$ cat config.mk
export PLATFORM = sky130hd
export DESIGN_NAME = pfd_lock
export DESIGN_NICKNAME = d
export VERILOG_FILES = /design/src/rtl/pfd_lock.sv
export SDC_FILE = /design/constraint.sdc
export NUM_CORES = 1
export LEC_CHECK = 0
export ABC_AREA = 1
export CAP_MARGIN = 20
export CORE_AREA = 2 2 39 41
export CTS_BUF_LIST = sky130_fd_sc_hd__clkbuf_4 sky130_fd_sc_hd__clkbuf_8
export DETAILED_ROUTE_END_ITERATION = 8
export DIE_AREA = 0 0 41 43
export GPL_ROUTABILITY_DRIVEN = 0
export PLACE_DENSITY = 0.68
export SYNTH_ARGS = -nofsm -noshare
export SYNTH_HDL_FRONTEND = slang
export SYNTH_SLANG_ARGS = --single-unit
$ cat constraint.sdc
create_clock -name clk -period 1.5 [get_ports clk]
set_clock_uncertainty 0.1 [all_clocks]
set_input_delay 0.15 -clock clk [delete_from_list [all_inputs] [get_ports clk]]
set_output_delay 0.15 -clock clk [all_outputs]
set_load 0.02 [all_outputs]
$ cat src/rtl/pfd_lock.sv
module pfd_lock #(
  parameter int LOCK_CNT = 4,
  parameter int CP_W = 3
) (
  input  logic            clk,
  input  logic            rst_n,
  input  logic            ref_div,
  input  logic            fb_div,
  input  logic            cp_wr,
  input  logic [CP_W-1:0] cp_wdata,
  output logic            up,
  output logic            dn,
  output logic            lock,
  output logic [CP_W-1:0] cp_code
);
  localparam int CW = $clog2(LOCK_CNT + 1);
  localparam logic [CW-1:0] LIM = CW'(LOCK_CNT);

  logic ref_q, fb_q, clr_r, miss_r;
  logic [CW-1:0] good_cnt;
  logic [CW-1:0] good_nxt;

  wire ref_fall = ref_q & ~ref_div;
  wire fb_fall  = fb_q & ~fb_div;
  wire one_side = up ^ dn;

  assign good_nxt = (good_cnt == LIM) ? LIM : good_cnt + 1'b1;

  always_ff @(posedge clk or negedge rst_n)
    if (!rst_n) begin
      ref_q <= 1'b0;
      fb_q  <= 1'b0;
      up    <= 1'b0;
      dn    <= 1'b0;
      clr_r <= 1'b0;
    end else begin
      ref_q <= ref_div;
      fb_q  <= fb_div;
      up    <= clr_r ? ref_fall : (up | ref_fall);
      dn    <= clr_r ? fb_fall  : (dn | fb_fall);
      clr_r <= up & dn & ~clr_r;
    end

  always_ff @(posedge clk or negedge rst_n)
    if (!rst_n) begin
      miss_r   <= 1'b0;
      good_cnt <= '0;
      lock     <= 1'b0;
    end else if (one_side) begin
      miss_r   <= 1'b1;
      good_cnt <= '0;
      lock     <= 1'b0;
    end else if (clr_r) begin
      miss_r   <= 1'b0;
      good_cnt <= miss_r ? '0 : good_nxt;
      lock     <= !miss_r && (good_nxt == LIM);
    end

  always_ff @(posedge clk or negedge rst_n)
    if (!rst_n)     cp_code <= '1;
    else if (cp_wr) cp_code <= cp_wdata;

  AST_UP_ON_FALL:   assert property (@(posedge clk) disable iff (!rst_n) (ref_q && !ref_div) |=> up);
  AST_DN_ON_FALL:   assert property (@(posedge clk) disable iff (!rst_n) (fb_q && !fb_div) |=> dn);
  AST_BOTH_HOLD:    assert property (@(posedge clk) disable iff (!rst_n) $rose(up && dn) |=> (up && dn));
  AST_BOTH_DROP:    assert property (@(posedge clk) disable iff (!rst_n) (up && dn && clr_r && !ref_fall && !fb_fall) |=> (!up && !dn));
  AST_LOCK_DROP:    assert property (@(posedge clk) disable iff (!rst_n) one_side |=> !lock);
  AST_LOCK_RISE:    assert property (@(posedge clk) disable iff (!rst_n) $rose(lock) |-> $past(clr_r));
  AST_CP_HOLD:      assert property (@(posedge clk) disable iff (!rst_n) !cp_wr |=> $stable(cp_code));
endmodule

After elaboration in Yosys (flattened, before gate mapping)
Index checks and enable logic that the tools add are counted.
{"block": "word_totals", "ff_bits": 13, "input_bits": 8, "out_inout_bits": 6, "wordCells": 35}
{"block": "classes", "addsub": 1, "eq_ne": 2, "n_mux": 10, "bitwise": 10, "reduce_logical": 3}
{"cell": "two-way mux 3 bit", "n": 4}
{"cell": "equality test 3 bit (second input constant)", "n": 2}
{"cell": "two-way mux 1 bit", "n": 6}
{"cell": "bitwise AND 1 bit", "n": 4}
{"cell": "adder 3 x 1 -> 3 bit (second input constant)", "n": 1}
{"cell": "NOT 1 bit", "n": 3}
{"cell": "bitwise OR 1 bit", "n": 2}
{"cell": "nonzero test 2 bit", "n": 1}
{"cell": "logical AND 1 bit", "n": 1}
{"cell": "logical NOT 1 bit", "n": 1}
{"cell": "XOR 1 bit", "n": 1}

Depth between registers and ports, before layout
Gate-level depths: netlist of run 1.
{"block": "logic_depth", "ltp_word": 6, "mapped_depth": 6, "ltp_nobuf": 6}

Worst setup path after synthesis of run 1
OpenSTA, ideal clock, no wires.
{"block": "synth_timing", "path_kind": "register to register", "from": "register up", "to": "register good_cnt[0]", "setup_time_ps": 74, "arrival_ps": 1170, "t_required_ps": 1326, "slack_ps": 156, "stages_incl_launch_ff": 5, "path_buffers": 0, "synth_period_minus_slack_ps": 1344, "path_cell_list": "dfrtp_1 -> ha_1 -> nor3_4 -> nand3_1 -> o21ai_2"}
{"block": "synth_between", "elab_chain_cells": 2, "elab_cells_between_ends": 3, "cone_classes": "1 x mux; 1 x bitwise; 1 x reduce/logical"}
{"item": "start: declaration", "line_no": "11", "source": "output logic up,"}
{"item": "start signal: assignment", "line_no": "39", "source": "up <= clr_r ? ref_fall : (up | ref_fall);"}
{"item": "XOR 1 bit *", "line_no": "25", "source": "wire one_side = up ^ dn;"}
{"item": "net one_side", "line_no": "25"}
{"item": "two-way mux 3 bit or nonzero test 2 bit (tied branches)"}
{"item": "end signal: assignment", "line_no": "55", "source": "good_cnt <= miss_r ? '0 : good_nxt;"}
{"item": "end: declaration", "line_no": "20", "source": "logic [CW-1:0] good_cnt;"}
Mark *: on every way through the listed nets, which the timed path passes. The rest lies on a longest branch.
A chain may end at the register's enable or synchronous reset.

Final worst setup path of run 1
{"block": "layout_timing", "from": "register cp_code[0]", "to": "output port cp_code[0]"}
{"item": "start: declaration", "line_no": "14", "source": "output logic [CP_W-1:0] cp_code"}
{"item": "start signal: assignment", "line_no": "61", "source": "else if (cp_wr) cp_code <= cp_wdata;"}
No word-level cell between the ends.

==> results by group, run 1 <==
Detailed routing
  – Drt pass-1 iters: 4
  – Vias: 386
  – Final ANT Viol Nets: 0
  – Detail-routed via count per cell: 4.54
  – Drt first-iter violations: 5
  – DRC: 0
  – Detailed Route WL: 871 um
  – Routed len/inst: 10.2 um

Synthesis
  – Synth area leaders: dfrtp_1, dfstp_2, nand2_1
  – Synth Flop Type: dfrtp_1
  – Largest area contributor in the netlist: dfrtp_1
  – Synth Register Bits: 13
  – Syn Nets: 62
  – Syn. warnings: 0
  – Synth Instances: 51
  – Post-synthesis sequential area ratio: 0.599
  – Avg Inst Size Synth: 10.8 sq um
  – Mapped Area: 549 sq um
  – Distinct cells, synth: 13
  – Number of flops mapped to enable cells by yosys: 0
  – Most frequent cells after synthesis: nand2_1, dfrtp_1, inv_1
  – Top cell type's share of synthesized area: 0.456
  – Most common cell in the netlist: nand2_1
  – Post-synthesis async set-or-reset flop share: 1.00

Run
  – Max-cap violation count: 0

CTS
  – Number of post-CTS setup repair buffers: 0
  – Post-cts sizing count: 5
  – CTS tree: yes
  – Clock transition at path regs: 70 ps
  – Clock latency on the worst-skew pair: 270 ps
  – CTS Buf Count: 3
  – Hold_buf cts: 0
  – H-tree depth: 1
  – Clk sinks: 13
  – Clock Tree Buf Depth: 2
  – Root Driver: clkbuf_4

Die
  – Die height: 43 um
  – Core ar.: 1380 sq um
  – Die area: 1760 sq um
  – Number of I/O pins: 14
  – Initial core utilization: 0.397
  – Row count: 14
  – Die width: 41 um

Power and ir drop
  – Total power: 1.02 mW
  – Combinational power share: 0.326
  – Clock share of power: 0.220
  – Peak supply drop: 0.838 mV
  – Internal power: 666 uW
  – Leak: 0.369 nW
  – Net Switching: 357 uW
  – Switch share: 0.349
  – Power per cell area: 1400 nW/um^2
  – Seq pwr share: 0.454

Outcome
  – Status: finished clean

Critical path
  – Critical path origin: cp_code[0]$_DFFE_PN1P_
  – Reg-to-Reg End: good_cnt[0]$_DFFE_PN0P_
  – Register-to-register setup slack: 170 ps
  – Critical path required time: 1250 ps
  – Crit Path Class: reg -> out
  – Worst-path fanout max: 2
  – Critical path buffers and inverters: 1
  – Worst path slowest cell: dfstp_2
  – CP peak stage delay: 530 ps
  – Nature of the critical path startpoint: register
  – Critical path cell sequence: dlygate4sd2_1
  – Worst r2r src: up$_DFF_PN0_
  – Crit. End Element: output pin
  – Critical path endpoint: cp_code[0]
  – Worst Path Arrival: 1120 ps
  – Worst reg2reg path depth: 4
  – WP depth: 1
  – Delay-heaviest family, CP: flip-flops

Placed design
  – DP Area: 707 sq um
  – HPWL Detailed: 664 um
  – Port-buffer cells: 13

GRT
  – Number of global-route vias before repair: 335
  – Largest net degree at the start of global routing: 14
  – Antenna violations before repair: 0
  – Overall Global Routing Usage: 0.126
  – First-pass GRT wire length: 1410 um
  – Grt ovf: 0

STA
  – Setup_tns: 0 ps
  – Slew @ Worst Pin: 225 ps
  – Max-slew violations: 0
  – Post-route minimum period: 1370 ps
  – Relative slew slack: 0.850
  – Period Utilization, post-route: 0.916
  – Final Hold Fails: 0
  – Final setup violation count: 0
  – Achievable Freq: 728 MHz
  – RSZ-0062 raised after global routing: no

Layout
  – Final Util: 0.530
  – Nets: 81
  – Final Instance Area: 733 sq um
  – Area Overhead vs Synth: 33.5%
  – Antenna cells: 0
  – Filler cells: 133
  – Area of the multi-input gates: 186 sq um
  – Storage cell area: 329 sq um
  – Layout cells sized above 1: 0.203

Worst hold path
  – Hold Crit Class: in -> async
[per-layer routing]
metal,vias to the layer above,track usage,share of wire
met3,2,0.0628,0.053
met5,-,0,0
met2,9,0.141,0.46
li1,200,-,-
met4,0,0.0800,0.011
met1,175,0.186,0.48
[worst min path at each step]
stage,from,depth (start not counted),to
after floorplan,rst_n,0,clr_r$_DFF_PN0_
after global placement,clr_r$_DFF_PN0_,1,clr_r$_DFF_PN0_
after detailed placement,clr_r$_DFF_PN0_,1,clr_r$_DFF_PN0_
after CTS,rst_n,2,good_cnt[2]$_DFFE_PN0P_
after global routing,rst_n,2,good_cnt[2]$_DFFE_PN0P_
final,rst_n,2,clr_r$_DFF_PN0_
[worst reg2reg max path: stages (launching register included)]
cell and delay [ps]:
dfrtp_1 400, ha_1 360, nor3_4 230, nand3_1 110, o21ai_2 70
[power by group through the flow]
stage                     sequential (mW)  clock [mW]  combinational, mW
after detailed placement            0.471           0              0.359
after floorplan                     0.508           0              0.185
final                               0.464       0.225              0.334
after global routing                0.469       0.256              0.370
after CTS                           0.464       0.237              0.336
after global placement              0.470           0              0.348
[final cells by class]
| type | count | area share |
|---|---|---|
| clock buffer | 4 | 0.0410 |
| inverter | 9 | 0.0461 |
| multi-input combinational | 29 | 0.254 |
| sequential | 13 | 0.449 |
| tap | 16 | 0.0273 |
| timing repair buffer | 14 | 0.183 |
[placed cells by master, fill, tap and decap left out]
cell and instances:
dlymetal6s2s_1 1, dfstp_2 3, a21oi_1 1, inv_2 1, nor2_1 1, clkbuf_4 4, dlygate4sd2_1 5, clkdlybuf4s50_1 7
o21ai_2 1, nand3_1 4, inv_1 8, nand2_1 11, o21ai_0 4, nor3_4 1, mux2_2 3, ha_1 3
buf_4 1, dfrtp_1 10
[logic make-up (layout without fill, tap and decap cells)]
kind of cell    count (synthesis)  after routing  synth area share
fa+ha+maj                       3              3            0.0683
compound gates                  6              6            0.0615
simple gates                   17             17             0.148
flops                          13             13             0.599
mux                             3              3            0.0615
buf+inv                         9             27            0.0615
[metrics by stage]
stage,setup slack [ps],instances,hold slack [ps]
after floorplan,156,51,-246
after CTS,13.1,85,80.4
after global routing,88.6,85,95.2
after global placement,153,81,332
final,126,85,82.6
after detailed placement,150,81,347
[registers in the layout (all words and copies together), names as in the netlist]
register  count
miss_r        1
cp_code       3
clr_r         1
up            1
ref_q         1
lock          1
fb_q          1
good_cnt      3
dn            1
No activity file was read; power rests on OpenSTA's default activity.
==> run 2, diff against run 1 <==
SLEW_MARGIN = 15   (was default)
==> results of run 2 <==
The final DEF is identical to that of run 1; final timing and power are the same.
==> run 3, diff against run 2 <==
CAP_MARGIN = 5   (was 20)
SETUP_SLACK_MARGIN = 0.05   (was default)
==> run 3 against run 2 <==
  * First-iteration DRC count unchanged
  * Sequential share of layout area increased by 0.23 points
  * Non-clock buffer count did not move
  * Worst hold slack improved by 0.87 ps
  * Critical path depth is the same
==> results by group, run 3 (synthesis gave the netlist of run 1 again) <==
Critical path
  – CP peak stage delay: 530 ps (about the same)
  – Register-to-register setup slack: 170 ps (about the same)
  – Worst r2r src: up$_DFF_PN0_
  – Worst reg2reg path depth: 4 (unchanged)
  – WP depth: 1 (unchanged)
  – Critical path origin: cp_code[0]$_DFFE_PN1P_
  – Reg-to-Reg End: good_cnt[0]$_DFFE_PN0P_
  – Worst-path fanout max: 2 (unchanged)
  – Critical path buffers and inverters: 1 (unchanged)
  – Worst path slowest cell: dfstp_2
  – Delay-heaviest family, CP: flip-flops
  – Worst Path Arrival: 1120 ps (about the same)
  – Crit Path Class: reg -> out
  – Critical path cell sequence: dlygate4sd2_1
  – Critical path endpoint: cp_code[0]
  – Nature of the critical path startpoint: register
  – Crit. End Element: output pin
  – Critical path required time: 1250 ps (about the same)

Die
  – Number of I/O pins: 14 (unchanged)
  – Die width: 41 um (unchanged)
  – Die area: 1760 sq um (unchanged)
  – Initial core utilization: 0.397 (unchanged)
  – Row count: 14 (unchanged)
  – Die height: 43 um (unchanged)
  – Core ar.: 1380 sq um (unchanged)

CTS
  – H-tree depth: 1 (unchanged)
  – CTS tree: yes
  – Number of post-CTS setup repair buffers: 0 (unchanged)
  – Clock transition at path regs: 70 ps (about the same)
  – Post-cts sizing count: 6 (+1)
  – Root Driver: clkbuf_4
  – Hold_buf cts: 0 (unchanged)
  – Clock Tree Buf Depth: 2 (unchanged)
  – Clock latency on the worst-skew pair: 270 ps (about the same)
  – CTS Buf Count: 3 (unchanged)
  – Clk sinks: 13 (unchanged)

Run
  – Max-cap violation count: 0 (unchanged)

Placed design
  – DP Area: 707 sq um (unchanged)
  – HPWL Detailed: 664 um (unchanged)
  – Port-buffer cells: 13 (unchanged)
  – Dpl cells: 81 (unchanged)
  – Dpl ws: 150 ps (unchanged)

GRT
  – Grt ovf: 0 (unchanged)
  – Largest net degree at the start of global routing: 14 (unchanged)
  – Overall Global Routing Usage: 0.126 (unchanged)
  – First-pass GRT wire length: 1410 um (unchanged)
  – Number of global-route vias before repair: 335 (unchanged)
  – Antenna violations before repair: 0 (unchanged)

Power and ir drop
  – Switch share: 0.347 (-0.00211)
  – Net Switching: 354 uW (-0.95%)
  – Peak supply drop: 0.838 mV (about the same)
  – Power per cell area: 1400 nW/um^2 (+0.17%)
  – Clock share of power: 0.220 (about the same)
  – Leak: 0.355 nW (-3.8%)
  – Combinational power share: 0.324 (-0.002)
  – Seq pwr share: 0.455 (about the same)
  – Internal power: 666 uW (about the same)
  – Total power: 1.02 mW (-0.35%)

STA
  – Relative slew slack: 0.860 (+0.0104)
  – WHS: 83.5 ps (+0.869 ps)
  – Achievable Freq: 728 MHz (about the same)
  – Final Hold Fails: 0 (unchanged)
  – Slew @ Worst Pin: 210 ps (-14.3 ps)
  – Setup_tns: 0 ps (unchanged)
  – Period Utilization, post-route: 0.915 (about the same)
  – Post-route minimum period: 1370 ps (-0.773 ps)
  – RSZ-0062 raised after global routing: no
  – Final setup violation count: 0 (unchanged)
  – Final WS setup: 127 ps (+0.773 ps)
  – Max-slew violations: 0 (unchanged)

Layout
  – Final Instance Area: 729 sq um (-0.51%)
  – Area Overhead vs Synth: 32.8%
  – Fin cells: 85 (unchanged)
  – Antenna cells: 0 (unchanged)
  – Layout cells sized above 1: 0.203 (unchanged)
  – Area of the multi-input gates: 186 sq um (unchanged)
  – Nets: 81 (unchanged)
  – Most frequent cells in the layout: nand2_1, dfrtp_1, inv_1
  – Commonest non-fill, non-tap cell in the layout: nand2_1
  – Final Util: 0.527 (-0.00271)
  – Filler cells: 132 (-0.75%)
  – Storage cell area: 329 sq um (unchanged)
  – Regs by FF count: cp_code (3), good_cnt (3)

Detailed routing
  – Drt first-iter violations: 5 (unchanged)
  – DRC: 0 (unchanged)
  – Vias: 384 (-0.52%)
  – Detail-routed via count per cell: 4.52 (-0.52%)
  – Detailed Route WL: 855 um (-1.8%)
  – Drt pass-1 iters: 4 (unchanged)
  – Routed len/inst: 10.1 um (-1.8%)
  – Final ANT Viol Nets: 0 (unchanged)

Worst hold path
  – Hold Crit Class: in -> async

Outcome
  – Status: finished clean
-- run 3: cell count changes in the layout (fill, tap and decap cells not counted), sizes merged --
cell | previous run | this run
dlymetal6s2s | 1 | 0
dlygate4sd2 | 5 | 6
-- run 3: layout make-up --
class	count	share of cell area
inverter	9	0.0463
sequential	13	0.451
timing repair buffer	14	0.178
clock buffer	4	0.0412
multi-input combinational	29	0.256
tap	16	0.0274
-- run 3: power groups by stage --
| stage | logic (mW) | registers [mW] | clock network (mW) |
|---|---|---|---|
| detailed placement | 0.359 | 0.471 | 0 |
| CTS | 0.336 | 0.464 | 0.237 |
| finish | 0.331 | 0.464 | 0.225 |
| floorplan | 0.185 | 0.508 | 0 |
| global placement | 0.348 | 0.470 | 0 |
| global route | 0.369 | 0.469 | 0.256 |
-- run 3: worst min-delay path by stage --
stage,from,end,slack [ps],depth (start not counted)
2_1_floorplan,rst_n,clr_r$_DFF_PN0_,-250,0
3_3_place_gp,clr_r$_DFF_PN0_,clr_r$_DFF_PN0_,330,1
3_5_place_dp,clr_r$_DFF_PN0_,clr_r$_DFF_PN0_,350,1
4_1_cts,rst_n,good_cnt[2]$_DFFE_PN0P_,80,2
5_1_grt,rst_n,good_cnt[2]$_DFFE_PN0P_,100,2
6_report,rst_n,clr_r$_DFF_PN0_,80,2
-- run 3: metal layers --
| metal | vias up | GRT usage | share of wire |
|---|---|---|---|
| li1 | 200 | - | - |
| met2 | 9 | 0.141 | 0.45 |
| met3 | 2 | 0.0628 | 0.054 |
| met5 | - | 0 | 0 |
| met1 | 173 | 0.186 | 0.48 |
| met4 | 0 | 0.0800 | 0.012 |
